===== config.mk =====
export PLATFORM = sky130hd
export DESIGN_NAME = basic_timer
export DESIGN_NICKNAME = d
export VERILOG_FILES = /design/src/rtl/timer_pkg.sv /design/src/rtl/timer_regs.sv /design/src/rtl/timer_prescaler.sv /design/src/rtl/timer_core.sv /design/src/rtl/basic_timer.sv
export SDC_FILE = /design/constraint.sdc
export NUM_CORES = 1
export LEC_CHECK = 0
export ABC_AREA = 1
export ABC_CLOCK_PERIOD_IN_PS = 2250
export BUFFER_PORTS_ARGS = -buffer_cell sky130_fd_sc_hd__buf_2
export CORE_MARGIN = 2
export CORE_UTILIZATION = 60
export DETAILED_ROUTE_END_ITERATION = 10
export PLACE_DENSITY = 0.9
export SYNTH_ARGS = -nofsm -noshare
export SYNTH_HDL_FRONTEND = slang
export SYNTH_SLANG_ARGS = --single-unit

===== constraint.sdc =====
create_clock -name clk -period 2.25 [get_ports clk]
set_clock_uncertainty 0.2 [all_clocks]
set_input_delay 0.45 -clock clk [delete_from_list [all_inputs] [get_ports clk]]
set_output_delay 0.45 -clock clk [all_outputs]
set_load 0.02 [all_outputs]

===== src/rtl/timer_pkg.sv =====
package timer_pkg;
  localparam int ADDR_W = 3;
  localparam logic [ADDR_W-1:0] A_CTRL  = 3'd0;
  localparam logic [ADDR_W-1:0] A_FORCE = 3'd1;
  localparam logic [ADDR_W-1:0] A_STAT  = 3'd2;
  localparam logic [ADDR_W-1:0] A_LIMIT = 3'd3;
  localparam logic [ADDR_W-1:0] A_DIV   = 3'd4;
  localparam logic [ADDR_W-1:0] A_COUNT = 3'd5;
  localparam int B_RUN = 0;
  localparam int B_BUF = 1;
  localparam int B_IE  = 2;

  typedef struct packed {
    logic ctrl;
    logic force_cmd;
    logic stat;
    logic limit;
    logic div;
    logic count;
  } wr_strobes_t;
endpackage


===== src/rtl/timer_regs.sv =====
module timer_regs
  import timer_pkg::*;
#(
  parameter int DATA_W = 16,
  parameter int CNT_W  = 16,
  parameter int PSC_W  = 16
) (
  input  logic              clk,
  input  logic              rst_n,
  input  logic              wr,
  input  logic [ADDR_W-1:0] addr,
  input  logic [DATA_W-1:0] wdata,
  input  logic              upd,
  input  logic [CNT_W-1:0]  cnt_i,
  input  logic [CNT_W-1:0]  limit_i,
  input  logic [PSC_W-1:0]  div_i,
  output wr_strobes_t       stb,
  output logic              run,
  output logic              buf_en,
  output logic              ie,
  output logic              cmd,
  output logic              flag,
  output logic [DATA_W-1:0] rdata
);
  logic run_q, buf_q, ie_q, cmd_q, flag_q;
  logic run_d, buf_d, ie_d, cmd_d, flag_d;

  always_comb begin
    stb.ctrl      = wr && (addr == A_CTRL);
    stb.force_cmd = wr && (addr == A_FORCE);
    stb.stat      = wr && (addr == A_STAT);
    stb.limit     = wr && (addr == A_LIMIT);
    stb.div       = wr && (addr == A_DIV);
    stb.count     = wr && (addr == A_COUNT);
  end

  always_comb begin
    run_d  = run_q;
    buf_d  = buf_q;
    ie_d   = ie_q;
    if (stb.ctrl) begin
      run_d = wdata[B_RUN];
      buf_d = wdata[B_BUF];
      ie_d  = wdata[B_IE];
    end
    cmd_d  = stb.force_cmd && wdata[0];
    flag_d = flag_q;
    if (upd)
      flag_d = 1'b1;
    else if (stb.stat && !wdata[0])
      flag_d = 1'b0;
  end

  always_ff @(posedge clk or negedge rst_n) begin
    if (!rst_n) begin
      run_q  <= 1'b0;
      buf_q  <= 1'b0;
      ie_q   <= 1'b0;
      cmd_q  <= 1'b0;
      flag_q <= 1'b0;
    end else begin
      run_q  <= run_d;
      buf_q  <= buf_d;
      ie_q   <= ie_d;
      cmd_q  <= cmd_d;
      flag_q <= flag_d;
    end
  end

  assign run    = run_q;
  assign buf_en = buf_q;
  assign ie     = ie_q;
  assign cmd    = cmd_q;
  assign flag   = flag_q;

  always_comb begin
    rdata = '0;
    case (addr)
      A_CTRL:  begin
        rdata[B_RUN] = run_q;
        rdata[B_BUF] = buf_q;
        rdata[B_IE]  = ie_q;
      end
      A_FORCE: rdata[0] = cmd_q;
      A_STAT:  rdata[0] = flag_q;
      A_LIMIT: rdata = DATA_W'(limit_i);
      A_DIV:   rdata = DATA_W'(div_i);
      A_COUNT: rdata = DATA_W'(cnt_i);
      default: rdata = '0;
    endcase
  end

  // the command bit lasts one cycle unless rewritten
  p_cmd_selfclear_r8: assert property (@(posedge clk) disable iff (!rst_n)
    (cmd_q && !(stb.force_cmd && wdata[0])) |=> !cmd_q);
  // an update event always leaves the flag set
  p_flag_set_r9: assert property (@(posedge clk) disable iff (!rst_n)
    upd |=> flag_q);
endmodule


===== src/rtl/timer_prescaler.sv =====
module timer_prescaler #(
  parameter int PSC_W = 16
) (
  input  logic             clk,
  input  logic             rst_n,
  input  logic             run,
  input  logic             cmd,
  input  logic             upd,
  input  logic             div_wr,
  input  logic [PSC_W-1:0] div_data,
  output logic             tick,
  output logic [PSC_W-1:0] div_pre
);
  logic [PSC_W-1:0] pre_q, act_q, pc_q;
  logic [PSC_W-1:0] pre_d, act_d, pc_d;

  always_comb begin
    tick  = run && (pc_q == act_q);
    pre_d = div_wr ? div_data : pre_q;
    act_d = upd ? pre_q : act_q;
    if (cmd)
      pc_d = '0;
    else if (tick)
      pc_d = '0;
    else if (run)
      pc_d = pc_q + 1'b1;
    else
      pc_d = pc_q;
  end

  always_ff @(posedge clk or negedge rst_n) begin
    if (!rst_n) begin
      pre_q <= '0;
      act_q <= '0;
      pc_q  <= '0;
    end else begin
      pre_q <= pre_d;
      act_q <= act_d;
      pc_q  <= pc_d;
    end
  end

  assign div_pre = pre_q;

  // the active divide value moves only on an update event
  p_div_shadow_r7: assert property (@(posedge clk) disable iff (!rst_n)
    !upd |=> $stable(act_q));
  // divide stage frozen while stopped
  p_div_hold_r3: assert property (@(posedge clk) disable iff (!rst_n)
    (!run && !cmd) |=> $stable(pc_q));
endmodule


===== src/rtl/timer_core.sv =====
module timer_core #(
  parameter int CNT_W = 16
) (
  input  logic             clk,
  input  logic             rst_n,
  input  logic             tick,
  input  logic             run,
  input  logic             cmd,
  input  logic             upd,
  input  logic             buf_en,
  input  logic             lim_wr,
  input  logic [CNT_W-1:0] lim_data,
  input  logic             cnt_wr,
  input  logic [CNT_W-1:0] cnt_data,
  output logic [CNT_W-1:0] cnt,
  output logic [CNT_W-1:0] lim_pre,
  output logic             wrap
);
  logic [CNT_W-1:0] cnt_q, pre_q, act_q;
  logic [CNT_W-1:0] cnt_d, pre_d, act_d;

  always_comb begin
    wrap  = tick && (cnt_q == act_q);
    pre_d = lim_wr ? lim_data : pre_q;
    if (lim_wr && !buf_en)
      act_d = lim_data;
    else if (upd)
      act_d = pre_q;
    else
      act_d = act_q;
    if (cmd)
      cnt_d = '0;
    else if (cnt_wr)
      cnt_d = cnt_data;
    else if (wrap)
      cnt_d = '0;
    else if (tick)
      cnt_d = cnt_q + 1'b1;
    else
      cnt_d = cnt_q;
  end

  always_ff @(posedge clk or negedge rst_n) begin
    if (!rst_n) begin
      cnt_q <= '0;
      pre_q <= '0;
      act_q <= '0;
    end else begin
      cnt_q <= cnt_d;
      pre_q <= pre_d;
      act_q <= act_d;
    end
  end

  assign cnt     = cnt_q;
  assign lim_pre = pre_q;

  // a wrap returns the counter to zero
  p_wrap_zero_r4: assert property (@(posedge clk) disable iff (!rst_n)
    (wrap && !cnt_wr && !cmd) |=> (cnt_q == '0));
  // counter frozen while stopped
  p_cnt_hold_r3: assert property (@(posedge clk) disable iff (!rst_n)
    (!run && !cnt_wr && !cmd) |=> $stable(cnt_q));
  // buffered limit waits for an update event
  p_limit_held_r6: assert property (@(posedge clk) disable iff (!rst_n)
    (buf_en && !upd) |=> $stable(act_q));
endmodule


===== src/rtl/basic_timer.sv =====
module basic_timer
  import timer_pkg::*;
#(
  parameter int DATA_W = 16,
  parameter int CNT_W  = 16,
  parameter int PSC_W  = 16
) (
  input  logic              clk,
  input  logic              rst_n,
  input  logic              reg_wr,
  input  logic [ADDR_W-1:0] reg_addr,
  input  logic [DATA_W-1:0] reg_wdata,
  output logic [DATA_W-1:0] reg_rdata,
  output logic              irq
);
  wr_strobes_t      stb;
  logic             run, buf_en, ie, cmd, flag, tick, wrap, upd;
  logic [CNT_W-1:0] cnt, lim_pre;
  logic [PSC_W-1:0] div_pre;

  assign upd = wrap || cmd;

  timer_regs #(.DATA_W(DATA_W), .CNT_W(CNT_W), .PSC_W(PSC_W)) u_regs (
    .clk(clk), .rst_n(rst_n), .wr(reg_wr), .addr(reg_addr), .wdata(reg_wdata),
    .upd(upd), .cnt_i(cnt), .limit_i(lim_pre), .div_i(div_pre), .stb(stb),
    .run(run), .buf_en(buf_en), .ie(ie), .cmd(cmd), .flag(flag),
    .rdata(reg_rdata)
  );

  timer_prescaler #(.PSC_W(PSC_W)) u_psc (
    .clk(clk), .rst_n(rst_n), .run(run), .cmd(cmd), .upd(upd),
    .div_wr(stb.div), .div_data(reg_wdata[PSC_W-1:0]), .tick(tick),
    .div_pre(div_pre)
  );

  timer_core #(.CNT_W(CNT_W)) u_core (
    .clk(clk), .rst_n(rst_n), .tick(tick), .run(run), .cmd(cmd), .upd(upd),
    .buf_en(buf_en), .lim_wr(stb.limit), .lim_data(reg_wdata[CNT_W-1:0]),
    .cnt_wr(stb.count), .cnt_data(reg_wdata[CNT_W-1:0]), .cnt(cnt),
    .lim_pre(lim_pre), .wrap(wrap)
  );

  assign irq = flag && ie;

  // a clear flag never raises the interrupt
  p_irq_needs_flag_r10: assert property (@(posedge clk) disable iff (!rst_n)
    !flag |-> !irq);
endmodule


==> impl_metrics.csv <==
group,metric,value,unit
detailed_routing,wl_per_cell,15.5,microns
clock_tree,cts_made_buffers,9,
global_routing,grtUsageMet3,0.0554,
yosys,synthesis.nets,846,
yosys,ys_types,40,
yosys,synth_area,0.00580,sq mm
yosys,ys_ff_latch,101,
clock_tree,clock-root-buffer,"clkbuf_8",
setup_path,cp-end-kind,"primary output",
setup_path,worstPathRequired,1.60,ns
floorplan,die_w,102,microns
setup_path,arrival,1.58,ns
detailed_routing,first_pass_iters,6,
power_and_ir_drop,power.total,5.41,mW
setup_path,path_max_fanout,10,
global_routing,grt.total_usage,0.314,
placed_design,hpwlAfterDp,11100,microns
timing,holdWs,0.148,ns
detailed_routing,ant_nets,0,
placed_design,gp_congestion,1.00,
clock_tree,cts_tree,"built",
timing,finalHoldViolCount,0,
setup_path,slowest_delay,0.23,ns
global_routing,grt_use_met1,0.430,
detailed_routing,drt_iter0_markers,564,
yosys,synth_warnings,0,
power_and_ir_drop,power_density,835,mW/mm^2
setup_path,cp_slowest_cell,"buf_4",
finish,layout-drive-gt1-share,0.128,
timing,maxSlewHeadroom,0.671,
floorplan,core,0.00933,sq mm
global_routing,use_met2,0.497,
setup_path,worstSetupStartpoint,"reg_addr[0]",
timing,drv_slew,0,
global_routing,antenna_found_initial,0,
finish,final_common_cell,"nand2_1",
flow_run,max-cap-violations,0,
setup_path,crit_chain,"buf_2, inv_2, nor3_4, buf_4, nand2_1, o211ai_1, buf_2",
outcome,outcome,"finished, final reports clean",
finish,layout_common_cells,"nand2_1 (313), dfrtp_1 (92), inv_1 (91)",
finish,num_antenna_cells,0,
placed_design,port_buffers,38,
placed_design,pre_cts_slack,0.114,ns
timing,min_period,2.23,ns
detailed_routing,viasPerCell,5.62,
finish,layout-area-overhead-vs-synth,11.9,%
setup_path,path_common_cell,"buf_2",
global_routing,grt_pass1_wl,25600,microns
hold_path,worstHoldStart,"reg_wdata[11]",
detailed_routing,vias,5657,
floorplan,initial_core_util,0.621,
power_and_ir_drop,cellLeakagePower,3.24,nW
hold_path,hp-class,"in -> reg",
floorplan,die_area,0.0105,sq mm
clock_tree,clock_latency,0.37,ns
setup_path,start_kind,"input port",
timing,worst_slack,0.0244,ns
floorplan,io_pins,39,
global_routing,grt_max_degree,38,
floorplan,rows,35,
yosys,avgSynthCellArea,7.05,sq um
global_routing,overflow,0,
power_and_ir_drop,irDropWorstVdd,0.000537,V
timing,fmaxAchievable,449,MHz
finish,fin_nets,897,
timing,setup_viol,0,
global_routing,grt_pass1_vias,5446,
clock_tree,clk_transition_reported_paths,0.09,ns
setup_path,crit_type,"in -> out",
timing,finalCritPeriodShare,0.989,
clock_tree,clk_path_buf_depth,2,
clock_tree,clock-sinks,101,
yosys,synth_cells,822,
timing,tightest_slew,0.493,ns
yosys,yosysSeqAreaShare,0.436,
setup_path,r2r_start,"u_psc.pc_q[6]$_DFFE_PN0P_",
clock_tree,htreeDepth,3,
floorplan,dieHeight,102,microns
detailed_routing,wirelength,15500,microns
placed_design,dpl_cell_area,0.00622,sq mm
detailed_routing,post-route-drc-count,0,
global_routing,top_usage_layer,"met2",
finish,fin_area,0.00648,sq mm
[critical path: cells and delay by family]
family	cells	cell delay, ns
simple gates	2	0.31
compound gates	1	0.16
buf+inv	4	0.64
[kinds of logic (layout without fill, tap and decap cells)]
logic type,Yosys count,in the layout,share of synthesized area
AO/OA/AOI/OAI,127,127,0.125
XOR/XNOR,11,11,0.0166
adder cells (fa/ha/maj),2,2,0.00432
buffers and inverters,134,189,0.0969
flip-flops,101,101,0.436
multiplexers,1,1,0.00194
AND/OR/NAND/NOR,446,446,0.319
[through the flow]
step           cells  setup TNS [ns]  utilization
3_5_place_dp     984               0        0.667
2_1_floorplan    822               0            -
6_report        1006               0        0.695
4_1_cts         1000               0        0.686
3_3_place_gp     984               0        0.667
5_1_grt         1006         -0.0172        0.695
[state kept, by name, summed over array words and instances, names as in the netlist]
name            flops
u_core.act_q       16
u_core.cnt         16
u_core.lim_pre     16
u_psc.act_q        16
u_psc.div_pre      16
u_psc.pc_q         16
u_regs.buf_en       1
u_regs.cmd          1
u_regs.flag         1
u_regs.ie           1
u_regs.run          1
[cells in the mapped netlist, drive strengths merged]
library cell / number / area share
nand3: 29 / 0.028
o21ai: 82 / 0.071
a31oi: 2 / 0.0022
a21oi: 12 / 0.011
xor2: 10 / 0.015
o22ai: 4 / 0.0043
a21boi: 2 / 0.0026
nor4: 3 / 0.0032
nand3b: 1 / 0.0013
dfrtp: 101 / 0.44
mux2: 1 / 0.0019
nand4: 21 / 0.023
a22oi: 2 / 0.0026
o221ai: 4 / 0.0060
a221oi: 1 / 0.0015
nand2: 316 / 0.21
o211ai: 12 / 0.016
ha: 2 / 0.0043
inv: 104 / 0.067
clkbuf: 12 / 0.0078
xnor2: 1 / 0.0015
buf: 15 / 0.020
clkinv: 3 / 0.0019
nor3: 15 / 0.015
o2111ai: 2 / 0.0030
o21bai: 4 / 0.0052
nor2: 61 / 0.044
[final cells by class]
class / instances / area [sq um]
Multi-Input combinational cell: 587 / 2730
Clock buffer: 13 / 139
Fill cell: 774 / 2840
Inverter: 107 / 402
Tap cell: 129 / 161
Timing Repair Buffer: 67 / 478
Sequential cell: 101 / 2540
Clock inverter: 2 / 35.0
[final timing paths]
check                      cells after the start                             end  slack, ns
max in group asynchronous                      3       u_core.cnt[4]$_DFFE_PN0P_       0.90
min in group asynchronous                      2   u_core.lim_pre[1]$_DFFE_PN0P_       0.37
max                                            7                    reg_rdata[5]       0.02
max reg2reg                                   11      u_psc.act_q[7]$_DFFE_PN0P_       0.09
min                                            3  u_core.lim_pre[11]$_DFFE_PN0P_       0.15
min reg2reg                                    2    u_psc.div_pre[1]$_DFFE_PN0P_       0.32
[where the power goes]
group	internal (mW)	total, mW	switching (mW)	leakage [nW]
clock	0.510	1.12	0.612	0.0875
sequential	2.23	2.64	0.416	1.29
combinational	0.634	1.65	1.01	1.86
total	3.37	5.41	2.04	3.24
[layer usage]
metal  vias to the layer above  part of all wire
met5                         -                 0
met3                        45             0.086
met4                         0             0.028
met2                       288              0.46
met1                      2604              0.42
li1                       2720                 -
[timing repair]
item / 4_1_cts / 5_1_grt
endpoints found under the setup margin: 0 / 40
resized for setup: 0 / 16
buffers inserted: 0 / 6
hold buffers: 1 / 0
endpoints found under the hold margin: 31 / 0
No activity file was read; power rests on OpenSTA's default activity.
